### config.mk
export PLATFORM = sky130hd
export DESIGN_NAME = vat_xlate
export DESIGN_NICKNAME = d
export VERILOG_FILES = /design/src/rtl/vat_pkg.sv /design/src/rtl/vat_mode_sel.sv /design/src/rtl/vat_addr_map.sv /design/src/rtl/vat_fault_chk.sv /design/src/rtl/vat_xlate.sv
export SDC_FILE = /design/constraint.sdc
export NUM_CORES = 1
export LEC_CHECK = 0
export ABC_AREA = 1
export BUFFER_PORTS_ARGS = -buffer_cell sky130_fd_sc_hd__buf_2
export CAP_MARGIN = 20
export CELL_PAD_IN_SITES_DETAIL_PLACEMENT = 0
export CELL_PAD_IN_SITES_GLOBAL_PLACEMENT = 2
export CORE_ASPECT_RATIO = 0.5
export CORE_MARGIN = 2
export CORE_UTILIZATION = 21
export CTS_CLUSTER_DIAMETER = 60
export DETAILED_ROUTE_END_ITERATION = 10
export GPL_TIMING_DRIVEN = 1
export PLACE_DENSITY = 0.86
export RECOVER_POWER = 100
export SYNTH_ARGS = -nofsm -noshare
export SYNTH_HDL_FRONTEND = slang
export SYNTH_SLANG_ARGS = --single-unit
### constraint.sdc
create_clock -name clk -period 1.9 [get_ports clk]
set_clock_uncertainty 0.05 [all_clocks]
set_input_delay 0.095 -clock clk [delete_from_list [all_inputs] [get_ports clk]]
set_output_delay 0.095 -clock clk [all_outputs]
set_load 0.1 [all_outputs]
### src/rtl/vat_pkg.sv
package vat_pkg;

  typedef enum logic [1:0] {
    FK_NONE   = 2'd0,
    FK_ACCESS = 2'd1,
    FK_NONRES = 2'd2,
    FK_LENGTH = 2'd3
  } fault_kind_e;

  localparam logic [7:0] VEC_ABORT  = 8'o004;
  localparam logic [7:0] VEC_LENGTH = 8'o250;

  // Access code check for a read.
  function automatic logic read_refused(input logic [2:0] code);
    case (code)
      3'd0, 3'd1, 3'd3, 3'd4, 3'd7: return 1'b1;
      default:                      return 1'b0;
    endcase
  endfunction

  // Only full read/write pages accept stores.
  function automatic logic write_refused(input logic [2:0] code);
    return code != 3'd6;
  endfunction

  // Page length in bytes from the 7-bit block count field.
  function automatic logic [14:0] page_len_bytes(input logic [6:0] blocks);
    return (15'(blocks) + 15'd1) << 6;
  endfunction

  // Status-bit set mask (bits 15:12 of status register 0) per fault kind.
  function automatic logic [3:0] stat_mask(input fault_kind_e k);
    case (k)
      FK_ACCESS: return 4'b0011;
      FK_NONRES: return 4'b1000;
      FK_LENGTH: return 4'b0100;
      default:   return 4'b0000;
    endcase
  endfunction

  function automatic logic [7:0] trap_vector(input fault_kind_e k);
    return (k == FK_LENGTH) ? VEC_LENGTH : VEC_ABORT;
  endfunction

endpackage

### src/rtl/vat_mode_sel.sv
module vat_mode_sel (
  input  logic [15:0] cpu_status,
  input  logic        use_prev,
  output logic [1:0]  mode
);
  always_comb begin
    mode = use_prev ? cpu_status[13:12] : cpu_status[15:14];
  end

  logic [11:0] unused_status_bits;
  assign unused_status_bits = cpu_status[11:0];
endmodule

### src/rtl/vat_addr_map.sv
module vat_addr_map #(
  parameter int VA_W  = 16,
  parameter int OFF_W = 13,
  parameter int BLK_W = 6,
  parameter int BASE_W = 16,
  parameter int PA_W  = BASE_W + BLK_W,
  localparam int PG_W = VA_W - OFF_W
) (
  input  logic              map_on,
  input  logic [VA_W-1:0]   vaddr,
  input  logic [BASE_W-1:0] base,
  output logic [PA_W-1:0]   paddr,
  output logic [PG_W-1:0]   page,
  output logic [OFF_W-1:0]  offset
);
  assign page   = vaddr[VA_W-1:OFF_W];
  assign offset = vaddr[OFF_W-1:0];

  logic [PA_W-1:0] mapped_sum;
  assign mapped_sum = (PA_W'(base) << BLK_W) + PA_W'(offset);

  always_comb begin
    paddr = map_on ? mapped_sum : PA_W'(vaddr);
  end
endmodule

### src/rtl/vat_fault_chk.sv
module vat_fault_chk
  import vat_pkg::*;
#(
  parameter int OFF_W     = 13,
  parameter int PA_W      = 22,
  parameter int MEM_BYTES = 131072
) (
  input  logic             map_on,
  input  logic             chk_en,
  input  logic             is_write,
  input  logic             peek,
  input  logic [15:0]      desc,
  input  logic [OFF_W-1:0] offset,
  input  logic [PA_W-1:0]  paddr,
  output fault_kind_e      kind
);
  localparam logic [PA_W:0] MEM_LIMIT = (PA_W+1)'(MEM_BYTES);

  logic        active;
  logic        acc_bad, res_bad, len_bad;
  logic [14:0] len_bytes;
  logic [14:0] off_ext;

  assign active    = map_on && !peek;
  assign len_bytes = page_len_bytes(desc[14:8]);
  assign off_ext   = 15'(offset);

  assign acc_bad = chk_en && (is_write ? write_refused(desc[2:0])
                                       : read_refused(desc[2:0]));
  assign res_bad = {1'b0, paddr} >= MEM_LIMIT;
  assign len_bad = desc[3] ? (off_ext < len_bytes) : (off_ext >= len_bytes);

  always_comb begin
    if (!active)      kind = FK_NONE;
    else if (acc_bad) kind = FK_ACCESS;
    else if (res_bad) kind = FK_NONRES;
    else if (len_bad) kind = FK_LENGTH;
    else              kind = FK_NONE;
  end

  logic [4:0] unused_desc_bits;
  assign unused_desc_bits = {desc[15], desc[7:4]};
endmodule

### src/rtl/vat_xlate.sv
module vat_xlate
  import vat_pkg::*;
#(
  parameter int VA_W      = 16,
  parameter int OFF_W     = 13,
  parameter int BLK_W     = 6,
  parameter int MEM_BYTES = 131072,
  localparam int PA_W     = 16 + BLK_W,
  localparam int PG_W     = VA_W - OFF_W
) (
  input  logic            clk,
  input  logic            rst_n,
  input  logic            req_valid,
  input  logic [VA_W-1:0] vaddr,
  input  logic            is_write,
  input  logic            peek,
  input  logic [15:0]     cpu_status,
  input  logic            use_prev,
  input  logic            map_en,
  input  logic            chk_en,
  input  logic [15:0]     page_base,
  input  logic [15:0]     page_desc,
  output logic            res_valid,
  output logic [PA_W-1:0] paddr,
  output logic [PG_W-1:0] page_idx,
  output logic [1:0]      run_mode,
  output logic            fault,
  output logic [7:0]      fault_vec,
  output logic [3:0]      stat_set,
  output logic            mode_wr,
  output logic [1:0]      mode_val,
  output logic            desc_err_set
);
  logic [1:0]       mode_d;
  logic [PA_W-1:0]  pa_d;
  logic [PG_W-1:0]  page_d;
  logic [OFF_W-1:0] off_d;
  fault_kind_e      kind_d;
  logic             flt_event;

  vat_mode_sel u_mode (
    .cpu_status (cpu_status),
    .use_prev   (use_prev),
    .mode       (mode_d)
  );

  vat_addr_map #(
    .VA_W   (VA_W),
    .OFF_W  (OFF_W),
    .BLK_W  (BLK_W),
    .BASE_W (16),
    .PA_W   (PA_W)
  ) u_map (
    .map_on (map_en),
    .vaddr  (vaddr),
    .base   (page_base),
    .paddr  (pa_d),
    .page   (page_d),
    .offset (off_d)
  );

  vat_fault_chk #(
    .OFF_W     (OFF_W),
    .PA_W      (PA_W),
    .MEM_BYTES (MEM_BYTES)
  ) u_chk (
    .map_on   (map_en),
    .chk_en   (chk_en),
    .is_write (is_write),
    .peek     (peek),
    .desc     (page_desc),
    .offset   (off_d),
    .paddr    (pa_d),
    .kind     (kind_d)
  );

  assign flt_event = req_valid && (kind_d != FK_NONE);

  always_ff @(posedge clk) begin
    if (!rst_n) begin
      res_valid    <= 1'b0;
      paddr        <= '0;
      page_idx     <= '0;
      run_mode     <= 2'd0;
      fault        <= 1'b0;
      fault_vec    <= 8'd0;
      stat_set     <= 4'd0;
      mode_wr      <= 1'b0;
      mode_val     <= 2'd0;
      desc_err_set <= 1'b0;
    end else begin
      res_valid    <= req_valid;
      fault        <= flt_event;
      desc_err_set <= flt_event;
      fault_vec    <= flt_event ? trap_vector(kind_d) : 8'd0;
      stat_set     <= flt_event ? stat_mask(kind_d) : 4'd0;
      mode_wr      <= flt_event && (kind_d == FK_ACCESS);
      mode_val     <= (flt_event && kind_d == FK_ACCESS) ? mode_d : 2'd0;
      if (req_valid) begin
        paddr    <= pa_d;
        page_idx <= page_d;
        run_mode <= mode_d;
      end
    end
  end


  latency_chk: assert property (@(posedge clk) disable iff (!rst_n)
    req_valid |=> res_valid);

  pulse_chk: assert property (@(posedge clk) disable iff (!rst_n)
    !req_valid |=> !res_valid && !fault);

  single_fault_chk: assert property (@(posedge clk) disable iff (!rst_n)
    $onehot0({stat_set[3], stat_set[2], stat_set[1]}) && (fault == (stat_set != 4'd0)));

  len_vec_chk: assert property (@(posedge clk) disable iff (!rst_n)
    (fault && fault_vec == VEC_LENGTH) |-> (stat_set == 4'b0100 && desc_err_set && !mode_wr));

  acc_mode_chk: assert property (@(posedge clk) disable iff (!rst_n)
    mode_wr |-> (fault && stat_set == 4'b0011 && fault_vec == VEC_ABORT));

  peek_quiet_chk: assert property (@(posedge clk) disable iff (!rst_n)
    (req_valid && peek) |=> (!fault && !desc_err_set && !mode_wr));

  passthru_chk: assert property (@(posedge clk) disable iff (!rst_n)
    (req_valid && !map_en) |=> (paddr == PA_W'($past(vaddr)) && !fault));
endmodule

* Yosys cells after proc, flatten, opt, wreduce, memory -nomap -nowiden *
Index checks and enable logic that the tools add are counted.

word-level totals
  output and inout bits = 45
  register bits = 44
  word-level logic and storage cells = 43
  input bits = 72

operators by class
  $lt $le $gt $ge = 3
  eq/ne operators = 8
  muxes and demuxes = 11
  reductions and logical operators = 10
  add/subtract/negate cells = 2

operators with widths
  kind                                                                                    count
  22-bit by 13-bit adder with 22-bit output                                               1
  22-bit by 18-bit greater-or-equal comparator with 1-bit output (second input constant)  1
  22-bit 2-to-1 mux                                                                       1
  13-bit by 15-bit greater-or-equal comparator with 1-bit output                          1
  13-bit by 15-bit less-than comparator with 1-bit output                                 1
  4-bit case mux with 3 select lines                                                      1
  2-bit 2-to-1 mux                                                                        5
  7-bit by 1-bit adder with 8-bit output (second input constant)                          1
  8-bit 2-to-1 mux                                                                        1
  3-bit equality test (second input constant)                                             2
  5-bit OR reduction                                                                      1
  2-bit equality test (second input constant)                                             2
  1-bit logical AND                                                                       4
  2-bit AND reduction                                                                     2
  3-bit by 1-bit equality test with 1-bit output (second input constant)                  1
  3-bit by 2-bit equality test with 1-bit output (second input constant)                  1
  3-bit zero test                                                                         1
  1-bit 2-to-1 mux                                                                        3
  3-bit != test (second input constant)                                                   1
  2-bit by 1-bit equality test with 1-bit output (second input constant)                  1
  2-bit nonzero test                                                                      1
  1-bit zero test                                                                         1

* Longest topological paths before layout *
  depth in word-level cells = 11
  gate-level depth with buffers = 17

* Hierarchy *
Synthesis repeated with hierarchy kept, for this count alone.

second synthesis, totals
  cell total of the unflattened synthesis = 413
  area total of the unflattened synthesis = 2758.9 um2

by module, submodules not included
  module         cells an instance  instances  area each (um2)  seq. area each (um2)
  vat_xlate      155                1          1358.8           720.7
  vat_addr_map   177                1          945.9            0.0
  vat_fault_chk  74                 1          427.9            0.0
  vat_mode_sel   7                  1          26.3             0.0

* Least setup slack after synthesis *
No wires, ideal clock.

  kind = input -> register
  from = input port page_desc[8]
  to = register mode_val[0]
  library setup time = 0.119 ns
  arrival = 1.776 ns
  stages = 15
  slack = -0.045 ns
  path through = ha_1 nand3_1 nand3b_1 xor2_1 ha_1 nand2_1 inv_1 o21ai_0 nand3_1 o21ai_2 inv_1 nand2_1 nand2_1 nand3_2 nor2_1

between the ends
  cells in the longest elaborated chain, start to end = 11
  elaborated cells between the ends (all ways) = 13
  those cells by class = add/sub (1); order compare (2); eq/ne (1); mux (5); reduce/logical (4)

RTL lines
  what                                                                                                                                       RTL line             RTL
  start: declaration                                                                                                                         vat_xlate.sv:22      input logic [15:0] page_desc,
  7-bit by 1-bit adder with 8-bit output *                                                                                                   vat_pkg.sv:28        return (15'(blocks) + 15'd1) << 6;
  13-bit by 15-bit greater-or-equal comparator with 1-bit output or 13-bit by 15-bit less-than comparator with 1-bit output (tied branches)  vat_fault_chk.sv:31  assign len_bad = desc[3] ? (off_ext < len_bytes) : (off_ext >= len_bytes);
  1-bit 2-to-1 mux *                                                                                                                         vat_fault_chk.sv:31
  2-bit 2-to-1 mux *                                                                                                                         vat_fault_chk.sv:37  else if (len_bad) kind = FK_LENGTH;
  2-bit 2-to-1 mux *                                                                                                                         vat_fault_chk.sv:36  else if (res_bad) kind = FK_NONRES;
  2-bit 2-to-1 mux *                                                                                                                         vat_fault_chk.sv:35  else if (acc_bad) kind = FK_ACCESS;
  2-bit 2-to-1 mux *                                                                                                                         vat_fault_chk.sv:34  if (!active) kind = FK_NONE;
  2-bit nonzero test                                                                                                                         vat_xlate.sv:77      assign flt_event = req_valid && (kind_d != FK_NONE);
  1-bit logical AND                                                                                                                          vat_xlate.sv:77
  1-bit logical AND *                                                                                                                        vat_xlate.sv:98      mode_val <= (flt_event && kind_d == FK_ACCESS) ? mode_d : 2'd0;
  2-bit AND reduction (no line) *                                                                                                            --
  end signal: assignment                                                                                                                     vat_xlate.sv:98
  end: declaration                                                                                                                           vat_xlate.sv:31      output logic [1:0] mode_val,

Every way passes the cells marked *; elsewhere a longest branch is shown, timed or not.
A chain may end at the register's enable or synchronous reset.

* Final worst setup path *
  from = input port page_desc[8]
  to = register mode_val[1]

Same word-level chain as after synthesis.

==> impl_metrics.tcl <==
set metrics [dict create \
    r2r-start "paddr[8]" \
    run_status "finished, final reports clean" \
    synth_enable_flop_cells 0 \
    synth_top_cell_by_area "dfxtp_1" \
    syn-cell-area_sq_um 2370 \
    dr_total_vias 2602 \
    p_per_area_nw_per_um2 748 \
    cp_data_required_time_ns 2.07 \
    yosysTopAreaCellShare_pct 30.4 \
    crit_path_start "page_desc[8]" \
    firstDrtPassIters 4 \
    final_common_cell "nand2_1" \
    end_kind "register" \
    synth_ff_type "dfxtp_1" \
    wl_met3_microns 315 \
    max_freq_mhz 551 \
    first_global_vias 2463 \
    gr-total-overflow 0 \
    cts_hold_buf 0 \
    fp-row-count 27 \
    tightest_slew_ns 1.23 \
    areaGrowthSynthToFinish_pct 44.1 \
    ys_warn_count 0 \
    drv_slew 0 \
    grt_usage_pct 11.9 \
    clkLatencyLatePin_ns 0.28 \
    slew_headroom_pct 18.5 \
    antennaDiodeCount 0 \
    final_cell_mix "nand2_1 (83), buf_2 (52), inv_1 (42), clkbuf_1 (39), buf_4 (37)" \
    grt_max_degree 21 \
    worst-setup-path-type "in2reg" \
    fin_crit_sh_pct 95.5 \
    synthCells 355 \
    fp.dieW_microns 154 \
    ys_types 30 \
    wirelength_microns 7180 \
    final_util_pct 31.1 \
    die_area_sq_um 12200 \
    clock-sinks 36 \
    crit_end "mode_val[1]" \
    hp-class "in2reg" \
    nets 571 \
    detail_route.iter0.violations 83 \
    final_hold_viol_count 0 \
    ant_nets 0 \
    port_buffers 95 \
    initial_utilization_pct 21.6 \
    final_layout_size_suffix_gt1_share_pct 28.1 \
    clk_pin_slew_ns 0.05 \
    avgRoutedWirePerCell_microns 11.4 \
    async_reset_ff_share_pct 0 \
    irDropWorstVdd_v 0.000368 \
    p_leak_nw 1.71 \
    rr_worst_depth 2 \
    cts_buffers 5 \
    avgViaCountPerCell 4.14 \
    synth-seq-cells 36 \
    cts_max_level 2 \
    syn_area_per_cell_sq_um 6.68 \
    core_sq_um 11000 \
    r2r_end "paddr[8]" \
    period_minus_slack_ns 1.81 \
    routed.top_layer "met4" \
    tritoncts "built" \
    ys_seq_area_share_pct 30.4 \
    maxCapViolCount 0 \
    drc 0 \
    startpoint_type "input pin" \
    met1_length_microns 3450 \
    clockBufferDepth 2 \
    rsz0062_at_grt "true" \
    fillers 1244 \
    root_buffer "clkbuf_16" \
    grt_pass1_wl_microns 11700 \
    synth_area_leaders "dfxtp_1 (30%), nand2_1 (14%), ha_1 (7.9%)" \
    antenna_found_initial 0 \
    setup_viol 0 \
    finalWeightedCongestion 0.849 \
    placed_cell_area_sq_um 3260 \
    arrival_ns 1.98 \
    dpl.hpwl_microns 5990 \
    cp_max_fo 4 \
    fp.dieH_microns 79.1 \
    io_pins 117 \
    cts_setup_buffers 0 \
    finish.instance_area_sq_um 3420 \
    met2WireLength_microns 3340 \
    r2r_slack_ns 1.22 \
]
synth_stat cells (2+ instances only):
master	count
a21oi_1	32
ha_1	15
nand3_1	24
xor2_1	5
nand3_2	3
nand2_2	8
inv_1	44
nand2_1	89
clkbuf_1	7
o21ai_0	19
xnor2_1	5
nand3b_1	3
dfxtp_1	36
mux2i_1	2
nor2_1	30
nor3_1	4
o211ai_1	3
nand4_1	6
buf_4	9
timing repair:
| action | CTS | global route |
|---|---|---|
| gates resized for setup | 0 | 21 |
| endpoints found under the hold margin | 0 | 0 |
| setup endpoints to repair | 0 | 8 |
stage by stage:
| stage | cells | power, mW | hold WS, ns | setup slack [ns] | TNS, ns |
|---|---|---|---|---|---|
| 2_1_floorplan | 358 | 1.47 | 0.157 | 0.00668 | 0 |
| 3_3_place_gp | 621 | 1.74 | 0.289 | -0.200 | -1.50 |
| 3_5_place_dp | 621 | 1.75 | 0.296 | -0.274 | -2.03 |
| 4_1_cts | 629 | 2.57 | 0.00872 | 0.0122 | 0 |
| 5_1_grt | 629 | 2.70 | 0.0225 | -0.0422 | -0.146 |
| 6_report | 629 | 2.55 | 0.0116 | 0.0861 | 0 |
cells by family (layout without fill, tap and decap cells):
family,after synthesis,after routing,share of synthesized area (%)
xor+xnor,10,10,3.70
compound gates,58,58,13.1
other cells,1,4,0.158
flops,36,36,30.4
buf+inv,61,187,11.1
fa+ha+maj,16,16,8.76
simple gates,171,171,31.9
mux,2,2,0.845
state kept, by name (all words and copies together), names as in the netlist:
name / flops
desc_err_set: 1
page_idx: 3
fault_vec: 1
paddr: 22
stat_set: 3
run_mode: 2
mode_val: 2
res_valid: 1
mode_wr: 1
power breakdown:
part           switching, mW  total, mW  internal (mW)
Sequential            0.0192      0.817          0.797
Combinational          0.659      0.917          0.258
Clock                  0.298      0.820          0.523
Total                  0.976       2.55           1.58
worst max-delay path, stage by stage:
cell and delay [ns]:
buf_4 0.13, ha_4 0.15, buf_4 0.12, xnor2_1 0.12, ha_1 0.31, nand2_2 0.06, buf_4 0.13, nor3_2 0.16
nand3b_1 0.10, nand2_2 0.10, o21ai_4 0.07, inv_2 0.06, nand2_1 0.06, nand2_2 0.08, nand3_2 0.10, nor2_2 0.11
worst min-delay path by stage:
stage / startpoint / end / cells after the start
after floorplan: req_valid / res_valid / 2
after global placement: vaddr[4] / paddr[4] / 3
after detailed placement: vaddr[2] / paddr[2] / 3
after CTS: vaddr[2] / paddr[2] / 3
after global routing: vaddr[3] / paddr[3] / 3
final: vaddr[4] / paddr[4] / 3
layout make-up:
type                    count  area [sq um]  share of cell area [%]
flip-flops and latches     36           721                    21.1
multi-input cells         261          1480                    43.4
repair buffers            134           717                    21.0
clock buffers               8           146                    4.29
inverters                  45           169                    4.95
well taps                 145           181                    5.31
metal layers:
metal,vias up,GRT usage (%)
met3,6,3.00
met4,0,1.68
li1,1393,-
met1,1146,15.2
met2,57,21.1
met5,-,0
(Power assumes the default switching activity.)
